$ cat config.mk
export PLATFORM = sky130hd
export DESIGN_NAME = tag_directory
export DESIGN_NICKNAME = d
export VERILOG_FILES = /design/src/rtl/tagdir_pkg.sv /design/src/rtl/tagdir_lookup.sv /design/src/rtl/tagdir_lru.sv /design/src/rtl/tag_directory.sv
export SDC_FILE = /design/constraint.sdc
export NUM_CORES = 1
export LEC_CHECK = 0
export ABC_AREA = 1
export CAP_MARGIN = 20
export CORE_MARGIN = 3
export CORE_UTILIZATION = 24
export CTS_CLUSTER_DIAMETER = 50
export DETAILED_ROUTE_END_ITERATION = 7
export SKIP_LAST_GASP = 1
export SLEW_MARGIN = 20
export SYNTH_ARGS = -nofsm -noshare
export SYNTH_HDL_FRONTEND = slang
export SYNTH_SLANG_ARGS = --single-unit
$ cat constraint.sdc
create_clock -name clk_i -period 4.2 [get_ports clk_i]
set_input_delay 0.84 -clock clk_i [delete_from_list [all_inputs] [get_ports clk_i]]
set_output_delay 0.84 -clock clk_i [all_outputs]
set_load 0.05 [all_outputs]
$ cat src/rtl/tagdir_pkg.sv
package tagdir_pkg;
  typedef enum logic [3:0] {
    OP_NOP         = 4'd0,
    OP_ACCESS      = 4'd1,
    OP_PRESENT     = 4'd2,
    OP_AVAIL       = 4'd3,
    OP_PROBE       = 4'd4,
    OP_ALLOC       = 4'd5,
    OP_ALLOC_TOUCH = 4'd6,
    OP_DEALLOC     = 4'd7,
    OP_SET_MRU     = 4'd8,
    OP_LOCK_SET    = 4'd9,
    OP_LOCK_CLR    = 4'd10,
    OP_LOCK_TEST   = 4'd11,
    OP_SET_PERM    = 4'd12
  } op_e;

  typedef enum logic [2:0] {
    PERM_ABSENT = 3'd0,
    PERM_INVAL  = 3'd1,
    PERM_RO     = 3'd2,
    PERM_RW     = 3'd3,
    PERM_BUSY   = 3'd4
  } perm_e;

  localparam logic [1:0] REQ_LOAD  = 2'd0;
  localparam logic [1:0] REQ_STORE = 2'd1;
  localparam logic [1:0] REQ_FETCH = 2'd2;
endpackage

$ cat src/rtl/tagdir_lookup.sv
module tagdir_lookup #(
  parameter int WAYS   = 4,
  parameter int ADDR_W = 20,
  localparam int WAY_W = (WAYS > 1) ? $clog2(WAYS) : 1
) (
  input  logic [WAYS-1:0]             vld_i,
  input  logic [WAYS-1:0][ADDR_W-1:0] addr_i,
  input  logic [WAYS-1:0][2:0]        perm_i,
  input  logic [ADDR_W-1:0]           req_addr_i,
  output logic [WAYS-1:0]             hit_vec_o,
  output logic                        hit_o,
  output logic [WAY_W-1:0]            hit_way_o,
  output logic                        tag_o,
  output logic [WAY_W-1:0]            tag_way_o,
  output logic                        free_o,
  output logic [WAY_W-1:0]            free_way_o
);
  import tagdir_pkg::*;

  logic [WAYS-1:0] tag_vec, free_vec;

  for (genvar w = 0; w < WAYS; w++) begin : g_way
    assign tag_vec[w]   = vld_i[w] && (addr_i[w] == req_addr_i);
    assign hit_vec_o[w] = tag_vec[w] && (perm_i[w] != PERM_ABSENT);
    assign free_vec[w]  = !vld_i[w] || (perm_i[w] == PERM_ABSENT);
  end

  assign hit_o  = |hit_vec_o;
  assign tag_o  = |tag_vec;
  assign free_o = |free_vec;

  // lowest index wins
  always_comb begin
    hit_way_o  = '0;
    tag_way_o  = '0;
    free_way_o = '0;
    for (int w = WAYS - 1; w >= 0; w--) begin
      if (hit_vec_o[w]) hit_way_o  = WAY_W'(w);
      if (tag_vec[w])   tag_way_o  = WAY_W'(w);
      if (free_vec[w])  free_way_o = WAY_W'(w);
    end
  end
endmodule

$ cat src/rtl/tagdir_lru.sv
module tagdir_lru #(
  parameter int NUM_SETS = 4,
  parameter int WAYS     = 4,
  localparam int SET_W   = $clog2(NUM_SETS),
  localparam int WAY_W   = (WAYS > 1) ? $clog2(WAYS) : 1
) (
  input  logic             clk_i,
  input  logic             rst_ni,
  input  logic             touch_i,
  input  logic [SET_W-1:0] touch_set_i,
  input  logic [WAY_W-1:0] touch_way_i,
  input  logic [SET_W-1:0] rd_set_i,
  output logic [WAY_W-1:0] victim_way_o
);
  localparam logic [WAY_W-1:0] OLDEST = WAY_W'(WAYS - 1);

  // rank 0 = most recent, WAYS-1 = victim
  logic [NUM_SETS-1:0][WAYS-1:0][WAY_W-1:0] rank_q;
  logic [WAYS-1:0] vic_mask;

  always_ff @(posedge clk_i or negedge rst_ni) begin
    if (!rst_ni) begin
      for (int s = 0; s < NUM_SETS; s++)
        for (int w = 0; w < WAYS; w++)
          rank_q[s][w] <= WAY_W'(WAYS - 1 - w);
    end else if (touch_i) begin
      for (int w = 0; w < WAYS; w++) begin
        if (WAY_W'(w) == touch_way_i)
          rank_q[touch_set_i][w] <= '0;
        else if (rank_q[touch_set_i][w] < rank_q[touch_set_i][touch_way_i])
          rank_q[touch_set_i][w] <= rank_q[touch_set_i][w] + 1'b1;
      end
    end
  end

  always_comb begin
    victim_way_o = '0;
    for (int w = 0; w < WAYS; w++) begin
      vic_mask[w] = (rank_q[rd_set_i][w] == OLDEST);
      if (vic_mask[w]) victim_way_o = WAY_W'(w);
    end
  end

  logic             chk_touch_q;
  logic [SET_W-1:0] chk_set_q;
  logic [WAY_W-1:0] chk_way_q;
  always_ff @(posedge clk_i or negedge rst_ni) begin
    if (!rst_ni) begin
      chk_touch_q <= 1'b0;
      chk_set_q   <= '0;
      chk_way_q   <= '0;
    end else begin
      chk_touch_q <= touch_i;
      chk_set_q   <= touch_set_i;
      chk_way_q   <= touch_way_i;
    end
  end

  AST_ONE_VICTIM: assert property (@(posedge clk_i) disable iff (!rst_ni)
    $countones(vic_mask) == 1);
  AST_TOUCH_MRU: assert property (@(posedge clk_i) disable iff (!rst_ni)
    chk_touch_q |-> rank_q[chk_set_q][chk_way_q] == '0);
endmodule

$ cat src/rtl/tag_directory.sv
module tag_directory #(
  parameter int ADDR_W      = 20,
  parameter int CACHE_BYTES = 1024,
  parameter int LINE_BYTES  = 64,
  parameter int WAYS        = 4,
  parameter int IDX_LSB     = 6,
  parameter int CTX_W       = 8,
  localparam int NUM_SETS   = CACHE_BYTES / WAYS / LINE_BYTES,
  localparam int SET_W      = $clog2(NUM_SETS),
  localparam int WAY_W      = (WAYS > 1) ? $clog2(WAYS) : 1
) (
  input  logic              clk_i,
  input  logic              rst_ni,
  input  logic              cmd_valid_i,
  input  logic [3:0]        cmd_op_i,
  input  logic [ADDR_W-1:0] cmd_addr_i,
  input  logic [1:0]        cmd_req_i,
  input  logic [CTX_W-1:0]  cmd_ctx_i,
  input  logic [2:0]        cmd_perm_i,
  output logic              resp_valid_o,
  output logic              resp_ok_o,
  output logic [WAY_W-1:0]  resp_way_o,
  output logic [ADDR_W-1:0] resp_addr_o,
  output logic              err_o
);
  import tagdir_pkg::*;

  localparam logic [CTX_W-1:0] UNLOCKED = '1;

  logic [NUM_SETS-1:0][WAYS-1:0]             vld_q;
  logic [NUM_SETS-1:0][WAYS-1:0][ADDR_W-1:0] addr_q;
  logic [NUM_SETS-1:0][WAYS-1:0][2:0]        perm_q;
  logic [NUM_SETS-1:0][WAYS-1:0][CTX_W-1:0]  lock_q;

  logic [SET_W-1:0] set_idx;
  assign set_idx = cmd_addr_i[IDX_LSB +: SET_W];

  logic [WAYS-1:0]             s_vld;
  logic [WAYS-1:0][ADDR_W-1:0] s_addr;
  logic [WAYS-1:0][2:0]        s_perm;
  logic [WAYS-1:0][CTX_W-1:0]  s_lock;
  assign s_vld  = vld_q[set_idx];
  assign s_addr = addr_q[set_idx];
  assign s_perm = perm_q[set_idx];
  assign s_lock = lock_q[set_idx];

  logic [WAYS-1:0]  hit_vec;
  logic             hit, tag_hit, any_free;
  logic [WAY_W-1:0] hit_way, tag_way, free_way, victim_way;

  tagdir_lookup #(.WAYS(WAYS), .ADDR_W(ADDR_W)) i_lookup (
    .vld_i      (s_vld),
    .addr_i     (s_addr),
    .perm_i     (s_perm),
    .req_addr_i (cmd_addr_i),
    .hit_vec_o  (hit_vec),
    .hit_o      (hit),
    .hit_way_o  (hit_way),
    .tag_o      (tag_hit),
    .tag_way_o  (tag_way),
    .free_o     (any_free),
    .free_way_o (free_way)
  );

  logic             touch;
  logic [WAY_W-1:0] touch_way;

  tagdir_lru #(.NUM_SETS(NUM_SETS), .WAYS(WAYS)) i_lru (
    .clk_i        (clk_i),
    .rst_ni       (rst_ni),
    .touch_i      (touch),
    .touch_set_i  (set_idx),
    .touch_way_i  (touch_way),
    .rd_set_i     (set_idx),
    .victim_way_o (victim_way)
  );

  logic              nxt_ok, set_err;
  logic [WAY_W-1:0]  nxt_way, wr_way;
  logic [ADDR_W-1:0] nxt_addr;
  logic              wr_alloc, wr_dealloc, wr_lock, wr_perm;
  logic [CTX_W-1:0]  lock_val;
  logic [2:0]        hit_perm;
  op_e               op;

  assign op       = op_e'(cmd_op_i);
  assign hit_perm = s_perm[hit_way];

  always_comb begin
    nxt_ok     = 1'b0;
    nxt_way    = '0;
    nxt_addr   = '0;
    set_err    = 1'b0;
    touch      = 1'b0;
    touch_way  = hit_way;
    wr_alloc   = 1'b0;
    wr_dealloc = 1'b0;
    wr_lock    = 1'b0;
    wr_perm    = 1'b0;
    wr_way     = hit_way;
    lock_val   = cmd_ctx_i;
    if (cmd_valid_i) begin
      case (op)
        OP_ACCESS: if (hit) begin
          touch   = 1'b1;
          nxt_way = hit_way;
          nxt_ok  = (hit_perm == PERM_RW) ||
                    ((hit_perm == PERM_RO) &&
                     ((cmd_req_i == REQ_LOAD) || (cmd_req_i == REQ_FETCH)));
        end
        OP_PRESENT: begin
          nxt_ok  = hit;
          nxt_way = hit ? hit_way : '0;
        end
        OP_AVAIL: nxt_ok = hit || any_free;
        OP_PROBE: if (!hit && !any_free) begin
          nxt_ok   = 1'b1;
          nxt_way  = victim_way;
          nxt_addr = s_addr[victim_way];
        end
        OP_ALLOC, OP_ALLOC_TOUCH: begin
          if (hit || !any_free) begin
            set_err = 1'b1;
          end else begin
            // reuse a matching absent-marked way to keep tags unique
            wr_way    = tag_hit ? tag_way : free_way;
            wr_alloc  = 1'b1;
            nxt_ok    = 1'b1;
            nxt_way   = wr_way;
            touch     = (op == OP_ALLOC_TOUCH);
            touch_way = wr_way;
          end
        end
        OP_DEALLOC: if (hit) begin
          wr_dealloc = 1'b1;
          nxt_ok     = 1'b1;
          nxt_way    = hit_way;
        end
        OP_SET_MRU: if (hit) begin
          touch   = 1'b1;
          nxt_ok  = 1'b1;
          nxt_way = hit_way;
        end
        OP_LOCK_SET, OP_LOCK_CLR: begin
          if (hit) begin
            wr_lock  = 1'b1;
            lock_val = (op == OP_LOCK_CLR) ? UNLOCKED : cmd_ctx_i;
            nxt_ok   = 1'b1;
            nxt_way  = hit_way;
          end else begin
            set_err = 1'b1;
          end
        end
        OP_LOCK_TEST: begin
          if (hit) begin
            nxt_ok  = (s_lock[hit_way] == cmd_ctx_i);
            nxt_way = hit_way;
          end else begin
            set_err = 1'b1;
          end
        end
        OP_SET_PERM: if (tag_hit) begin
          wr_perm = 1'b1;
          wr_way  = tag_way;
          nxt_ok  = 1'b1;
          nxt_way = tag_way;
        end
        default: ;
      endcase
    end
  end

  logic              resp_valid_q, resp_ok_q, err_q;
  logic [WAY_W-1:0]  resp_way_q;
  logic [ADDR_W-1:0] resp_addr_q;

  always_ff @(posedge clk_i or negedge rst_ni) begin
    if (!rst_ni) begin
      vld_q        <= '0;
      addr_q       <= '0;
      perm_q       <= '0;
      lock_q       <= '1;
      resp_valid_q <= 1'b0;
      resp_ok_q    <= 1'b0;
      resp_way_q   <= '0;
      resp_addr_q  <= '0;
      err_q        <= 1'b0;
    end else begin
      resp_valid_q <= cmd_valid_i;
      resp_ok_q    <= nxt_ok;
      resp_way_q   <= nxt_way;
      resp_addr_q  <= nxt_addr;
      if (set_err) err_q <= 1'b1;
      if (wr_alloc) begin
        vld_q[set_idx][wr_way]  <= 1'b1;
        addr_q[set_idx][wr_way] <= cmd_addr_i;
        perm_q[set_idx][wr_way] <= PERM_INVAL;
        lock_q[set_idx][wr_way] <= UNLOCKED;
      end
      if (wr_dealloc) begin
        vld_q[set_idx][wr_way]  <= 1'b0;
        perm_q[set_idx][wr_way] <= PERM_ABSENT;
      end
      if (wr_lock) lock_q[set_idx][wr_way] <= lock_val;
      if (wr_perm) perm_q[set_idx][wr_way] <= cmd_perm_i;
    end
  end

  assign resp_valid_o = resp_valid_q;
  assign resp_ok_o    = resp_ok_q;
  assign resp_way_o   = resp_way_q;
  assign resp_addr_o  = resp_addr_q;
  assign err_o        = err_q;

  logic             chk_alloc_q;
  logic [SET_W-1:0] chk_set_q;
  logic [WAY_W-1:0] chk_way_q;
  always_ff @(posedge clk_i or negedge rst_ni) begin
    if (!rst_ni) begin
      chk_alloc_q <= 1'b0;
      chk_set_q   <= '0;
      chk_way_q   <= '0;
    end else begin
      chk_alloc_q <= wr_alloc;
      chk_set_q   <= set_idx;
      chk_way_q   <= wr_way;
    end
  end

  AST_UNIQUE_HIT: assert property (@(posedge clk_i) disable iff (!rst_ni)
    $onehot0(hit_vec));
  AST_ALLOC_INIT: assert property (@(posedge clk_i) disable iff (!rst_ni)
    chk_alloc_q |-> (perm_q[chk_set_q][chk_way_q] == PERM_INVAL) &&
                    (lock_q[chk_set_q][chk_way_q] == UNLOCKED) &&
                    vld_q[chk_set_q][chk_way_q] && resp_ok_o);
  AST_ERR_STICKY: assert property (@(posedge clk_i) disable iff (!rst_ni)
    err_o |=> err_o);
  AST_ERR_KEEPS_LINES: assert property (@(posedge clk_i) disable iff (!rst_ni)
    set_err |=> $stable(vld_q) && $stable(perm_q) && $stable(lock_q));
  AST_PROBE_FULL: assert property (@(posedge clk_i) disable iff (!rst_ni)
    (cmd_valid_i && op == OP_PROBE && any_free) |=> !resp_ok_o);
endmodule

==> results of run 1 <==
==> worst reg2reg max path: cells and delay by family, from the launching register on <==
kind / cells / cell delay (ns)
AOI/OAI and AO/OA: 2 / 0.32
adders and majority gates: 1 / 0.22
buffers and inverters: 5 / 0.62
DFF: 1 / 0.38
and+or+nand+nor: 23 / 2.14
==> metrics by stage <==
stage	hold slack (ns)	power, mW	cells	setup WS [ns]
2_1_floorplan	0.419	6.79	4050	-0.0251
3_3_place_gp	0.433	7.67	6134	-0.742
3_5_place_dp	0.436	7.69	6134	-0.764
4_1_cts	0.235	14.5	6271	0.00283
5_1_grt	0.268	15.0	6290	-0.0408
6_report	0.216	14.4	6291	0.139
==> registers in the layout (all words and copies together), names as in the netlist <==
signal        count
addr_q          320
lock_q          128
perm_q           48
i_lru.rank_q     32
resp_addr_o      20
vld_q            16
resp_way_o        2
err_o             1
resp_ok_o         1
resp_valid_o      1
==> Yosys cell counts, drive strengths merged (42+ instances only) <==
cell and number:
nor3 42, inv 300, nor2 309, clkbuf 126
dfrtp 425, a22oi 77, o21ai 426, o22ai 109
nand3 308, a21oi 93, dfstp 144, buf 103
nand2 1436
==> final cells by class <==
cell class	instances	area, um^2
clock buffer	97	2070
tap	1637	2050
multi-input combinational	2943	13800
inverter	310	1200
fill	13100	83700
timing repair buffer	694	6250
antenna	1	2.50
clock inverter	40	548
sequential	569	14400
==> repair_timing <==
| item | 4_1_cts | 5_1_grt |
|---|---|---|
| buffers inserted | 0 | 16 |
| resized for setup | 3 | 95 |
| endpoints found under the setup margin | 50 | 525 |
| hold buffers | 0 | 0 |
| pin swaps | 0 | 26 |
| cloned | 0 | 3 |
==> per-layer routing <==
layer,global-route usage,part of all wire
met1,0.244,0.45
met2,0.274,0.45
met3,0.0293,0.076
met4,0.0516,0.026
met5,0,0.00036
==> cell families (layout without fill, tap and decap cells) <==
kind of cell	Yosys count	after routing	share of synthesized area
compound gates	759	759	0.143
xor+xnor	6	6	0.00175
fa+ha+maj	7	7	0.00291
buf+inv	539	1141	0.0736
flops	569	569	0.479
mux	19	19	0.00711
other cells	0	1	0
simple gates	2151	2152	0.292
==> worst max-delay path by stage <==
stage / end / slack (ns) / depth (start not counted)
finish: i_lru.rank_q[24] / 0.14 / 28
CTS: i_lru.rank_q[13] / 0.003 / 34
floorplan: i_lru.rank_q[26] / -0.03 / 29
global route: i_lru.rank_q[9] / -0.04 / 29
detailed placement: i_lru.rank_q[13] / -0.76 / 34
global placement: i_lru.rank_q[13] / -0.74 / 34
==> power by group <==
group	total, mW	switching, mW	internal (mW)
clock	6.75	2.65	4.11
sequential	5.88	0.108	5.77
combinational	1.79	1.08	0.707
total	14.4	3.84	10.6
==> impl_results.md, run 1 <==
- Status: finished, final reports clean
- Clock sinks: around 570
- Routed len/inst: about 18 um
- # nets final: 4640
- Synth Flop Type: dfrtp_1
- Area Growth Syn to Fin: 34.1%
- Core area: approximately 0.12 mm^2
- DP HPWL: between 80 and 90 mm
- Sequential area share after synthesis: 0.479
- Setup TNS: 0 ns
- Initial cell density of the core: 0.242
- Startpoint types: input pin
- Slowest stage delay, CP: about 0.25 ns
- Hold Fails Final Rpt: 0
- Leakage: around 20 nW
- Die height: 360 um
- Inserted Clock Buffers: 75
- Post-Syn Instances: approximately 4100
- Critical Path AT: about 4.6 ns
- First-pass iteration count of the detailed router: 7
- Synth area leaders: dfrtp_1 35%, nand2_1 18%, dfstp_2 13%, o21ai_0 6.2%, nand3_1 5.1%
- Synth Register Bits: 569
- Worst r2r src: addr_q[153]
- Final Critical Period: between 4 and 5 ns
- Fin crit share: 0.967
- Share of layout cells above drive strength 1: 0.229
- Die area: ~0.13 mm^2
- Slew Limit Fails: 0
- Util after Layout: 0.325
- Crit path max fanout: 10
- Root Driver: clkbuf_16
- GPL Wtd Cong: about 0.98
- Async SR Flop Fraction: 1.00
- Worst R2R Setup Slack: 0.46 ns
- FF-to-FF path depth: 31
- GRT overflow: 0
- RSZ-0062 raised after global routing: true
- Max Freq: 0.246 GHz
- Hold Path Class: input pin to asynchronous set/reset pin
- Worst vdd ir: around 0.25 mV
- Site row count: 129
- Clk_lat worst skew: about 0.64 ns
- Cell variety after synth: 54
- Final ANT Viol Nets: 0
- Post-DP Area: about 0.037 mm^2
- Synth area leader: dfrtp_1
- R2r endpoint: i_lru.rank_q[24]
- Most frequent cells in the layout: 1388 x nand2_1, 557 x buf_4, 425 x dfrtp_1, 367 x o21ai_0, 301 x nand3_1
- Setup violators final: 0
- Worst clock skew: 0.0331 ns
- Syn Std Cell Area: roughly 0.030 mm^2
- CP top delay family: simple AND/OR/NAND/NOR gates
- Top-area cell type share of the netlist area: 0.353
- Crit path max-delay cell type: nand4_1
- Crit end category: register
- CP Launch Point: cmd_addr_i[6]
- Vias in the first global route: roughly 29000
- Syn_area_per_cell: around 7.4 um^2
- Max cap viols: 0
- # IOs: 65
- Finished Cell Area: roughly 0.040 mm^2
- Max-slew headroom: 0.321
- Largest net degree at the start of global routing: between 80 and 90
- Crit path buf inv count: 7
- Residual DRC: 0
- All-layer global routing usage: 0.174
- Slew @ Worst Pin: approximately 1.0 ns
- Antenna violations before repair: 3
- Vias: a little over 30000
- Htree depth: 3
- Kind of critical path: input pin to register
- Pwr dens: 357 mW/mm^2
- Bufs on Longest Clock Path: 3
- First-pass GRT wire length: around 180 mm
- Drt via density: 4.80
- Die width: 360 um
- Most common cell after layout, fill and taps aside: nand2_1
- Initial drt markers: 3127
- EDFF count, synth: 0
- Clock slew at the register clock pins of the worst setup and hold paths: 0.05 ns
- Worst Path Required: between 4 and 5 ns
- Routed wire length: 116 mm
- Net Count, Synth: about 4100
- Port bufs: between 60 and 70
- CTS tree: done
- Synth warnings: 0
Note: power is estimated with default switching activity, not from simulation.
==> run 2, diff against run 1 <==
--- a/config.mk
+++ b/config.mk
@@ -7,10 +7,11 @@
 export LEC_CHECK = 0
 export ABC_AREA = 1
 export CAP_MARGIN = 20
-export CORE_MARGIN = 3
+export CORE_MARGIN = 2
 export CORE_UTILIZATION = 24
 export CTS_CLUSTER_DIAMETER = 50
 export DETAILED_ROUTE_END_ITERATION = 7
+export HOLD_SLACK_MARGIN = 0.12
 export SKIP_LAST_GASP = 1
 export SLEW_MARGIN = 20
 export SYNTH_ARGS = -nofsm -noshare
==> run 2 against run 1 <==
- utilization grew 0.31 points
- non-clock buffer count grew 22
- die area down 1.1%
- power decreased by 2.6%
- global-route usage up 0.47 points
- critical path type unchanged
- largest power group unchanged
==> impl_results.md, run 2 (synthesized netlist as in run 1, its figures left out) <==
- Status: finished, final reports clean
- Share of layout cells above drive strength 1: 0.239 (+0.0101)
- Routed wire length: 119 mm (+2.6%)
- Htree depth: 3 (unchanged)
- Vias: 30200 (-0.020%)
- CTS tree: done
- DP HPWL: 86.0 mm (+1.8%)
- Worst Path Required: 4.79 ns (+0.03 ns)
- Clk_lat worst skew: 0.66 ns (+0.02 ns)
- Slew Limit Fails: 0 (unchanged)
- Routed len/inst: 18.9 um (+2.3%)
- Inserted Clock Buffers: 70 (-6.7%)
- # hold bufs at CTS: 0 (unchanged)
- Max cap viols: 0 (unchanged)
- Kind of critical path: input pin to register
- Area of the multi-input gates: 0.0141 mm^2 (+1.7%)
- Port bufs: 63 (unchanged)
- Crit path max fanout: 8 (-2)
- Slew @ Worst Pin: 1.02 ns (+0.00273 ns)
- Final ANT Viol Nets: 0 (unchanged)
- # IOs: 65 (unchanged)
- Worst R2R Setup Slack: 0.34 ns (-0.12 ns)
- GPL Wtd Cong: 0.962 (-2.3%)
- Setup violators final: 0 (unchanged)
- Startpoint types: input pin
- Regs by FF count: addr_q: 320 flops, lock_q: 128 flops, perm_q: 48 flops
- Max Freq: 0.239 GHz (-3.0%)
- Worst clock skew: 0.0481 ns (+0.0150 ns)
- Clock slew at the register clock pins of the worst setup and hold paths: 0.06 ns (about the same)
- # nets final: 4658 (+0.39%)
- Area Growth Syn to Fin: 35.4%
- Most flops, register: addr_q
- Die width: 358 um (-0.56%)
- First-pass GRT wire length: 175 mm (-0.86%)
- FF/Latch Area: 0.0144 mm^2 (unchanged)
- Hold Path Class: input pin to asynchronous set/reset pin
- Max reg flops: 320 (unchanged)
- Final Critical Period: 4.19 ns (+0.125 ns)
- Vias in the first global route: 28400 (-2.0%)
- Die area: 0.128 mm^2 (-1.1%)
- Most common cell after layout, fill and taps aside: nand2_1
- Initial cell density of the core: 0.242 (unchanged)
- Site row count: 129 (unchanged)
- Crit end category: register
- Most frequent cells in the layout: 1368 x nand2_1, 559 x buf_4, 425 x dfrtp_1, 358 x o21ai_0, 296 x nand3_1
- Filler Cell Count: 12900 (-1.4%)
- Bufs on Longest Clock Path: 3 (unchanged)
- Fin crit share: 0.997 (+0.0298)
- Initial drt markers: 3144 (+0.54%)
- All-layer global routing usage: 0.178 (+0.00473)
- Util after Layout: 0.328 (+0.00313)
- Root Driver: clkbuf_16
- Final setup margin: 0.0141 ns (-0.125 ns)
- Worst vdd ir: 0.310 mV (+23%)
- Antenna violations before repair: 2 (-1)
- Leakage: 19.8 nW (+0.62%)
- Max-slew headroom: 0.319 (-0.00183)
- Hold Fails Final Rpt: 0 (unchanged)
- GRT overflow: 0 (unchanged)
- Core area: 0.124 mm^2 (unchanged)
- Place WS: -0.700 ns (+0.0640 ns)
- Residual DRC: 0 (unchanged)
- Die height: 358 um (-0.56%)
- Clock sinks: 569 (unchanged)
- Drt via density: 4.79 (-0.24%)
- Pwr dens: 344 mW/mm^2 (-3.6%)
- First-pass iteration count of the detailed router: 6 (-1)
- Critical Path AT: 4.78 ns (+0.16 ns)
- Largest net degree at the start of global routing: 75 (-12%)
run 2: changes by cell type in the layout (fill, tap and decap cells not counted), moves of 4 or more:
cell and change:
nand2_2 +17, bufinv_16 -4, a21oi_1 -5, nand3_1 -5, nand2_1 -20, inv_8 -5, buf_6 +12, o21ai_1 +10
clkbuf_1 -5, inv_6 -5, o21ai_0 -9, a31oi_1 -4
run 2: per-layer routing:
| metal | part of all wire | wire length, um | vias to the layer above | global-route usage |
|---|---|---|---|---|
| met5 | 0 | 0 | - | 0 |
| met4 | 0.032 | 3870 | 0 | 0.0597 |
| met3 | 0.061 | 7200 | 197 | 0.0175 |
| met2 | 0.45 | 53100 | 1081 | 0.281 |
| met1 | 0.46 | 54800 | 14500 | 0.255 |
| li1 | - | - | 14400 | - |
run 2: what timing repair did:
item | in CTS | in global routing
endpoints found under the setup margin | 22 | 447
pin swaps | 1 | 41
resized for setup | 2 | 160
endpoints found under the hold margin | 0 | 0
buffers inserted | 1 | 37
cloned | 0 | 13
run 2: area by class of cell:
type / count / share of cell area
clock buffer: 89 / 0.0477
clock inverter: 37 / 0.0119
inverter: 310 / 0.0297
antenna: 3 / 0.000184
sequential: 569 / 0.354
multi-input combinational: 2944 / 0.345
timing repair buffer: 716 / 0.161
tap: 1637 / 0.0502
run 2: worst paths after layout:
kind,start,end,depth (start not counted)
min in group clk_i,addr_q[167],addr_q[167],2
worst min-delay path,rst_ni,i_lru.rank_q[29],1
worst max-delay path,cmd_addr_i[7],perm_q[36],28
worst max register to register,addr_q[130],perm_q[36],28
worst min register to register,addr_q[167],addr_q[167],2
max in group asynchronous,rst_ni,lock_q[3],3
run 2: per-stage QoR:
stage          hold slack [ns]  instance area, um^2  std cells  TNS (ns)  power [mW]
2_1_floorplan            0.419                30400       4050    -0.160        6.79
3_3_place_gp             0.430                37200       6127   -217.39        7.71
3_5_place_dp             0.440                37200       6127   -237.86        7.73
4_1_cts                  0.172                39600       6254         0        14.1
5_1_grt                  0.215                40800       6303     -1.10        14.6
6_report                 0.167                40800       6305         0        14.0
run 2: worst max-delay path: stages:
cell     delay, ns
buf_2         0.11
buf_12        0.17
buf_8         0.12
nor2_4        0.04
buf_12        0.14
buf_4         0.13
buf_4         0.14
a22oi_1       0.19
and3_1        0.22
nand3_2       0.19
nand4_1       0.24
nand2_2       0.11
nor2_4        0.21
nand3_4       0.12
buf_6         0.14
o22ai_2       0.13
nand2_1       0.10
nand2_2       0.13
buf_4         0.13
nor2_4        0.03
buf_4         0.13
buf_4         0.13
buf_4         0.13
buf_4         0.12
buf_4         0.16
a31oi_2       0.24
o21ai_0       0.13
nand2_1       0.07
run 2: power by group:
part	switching [mW]	internal [mW]
registers	0.108	5.77
clock network	2.63	3.67
logic	1.13	0.743
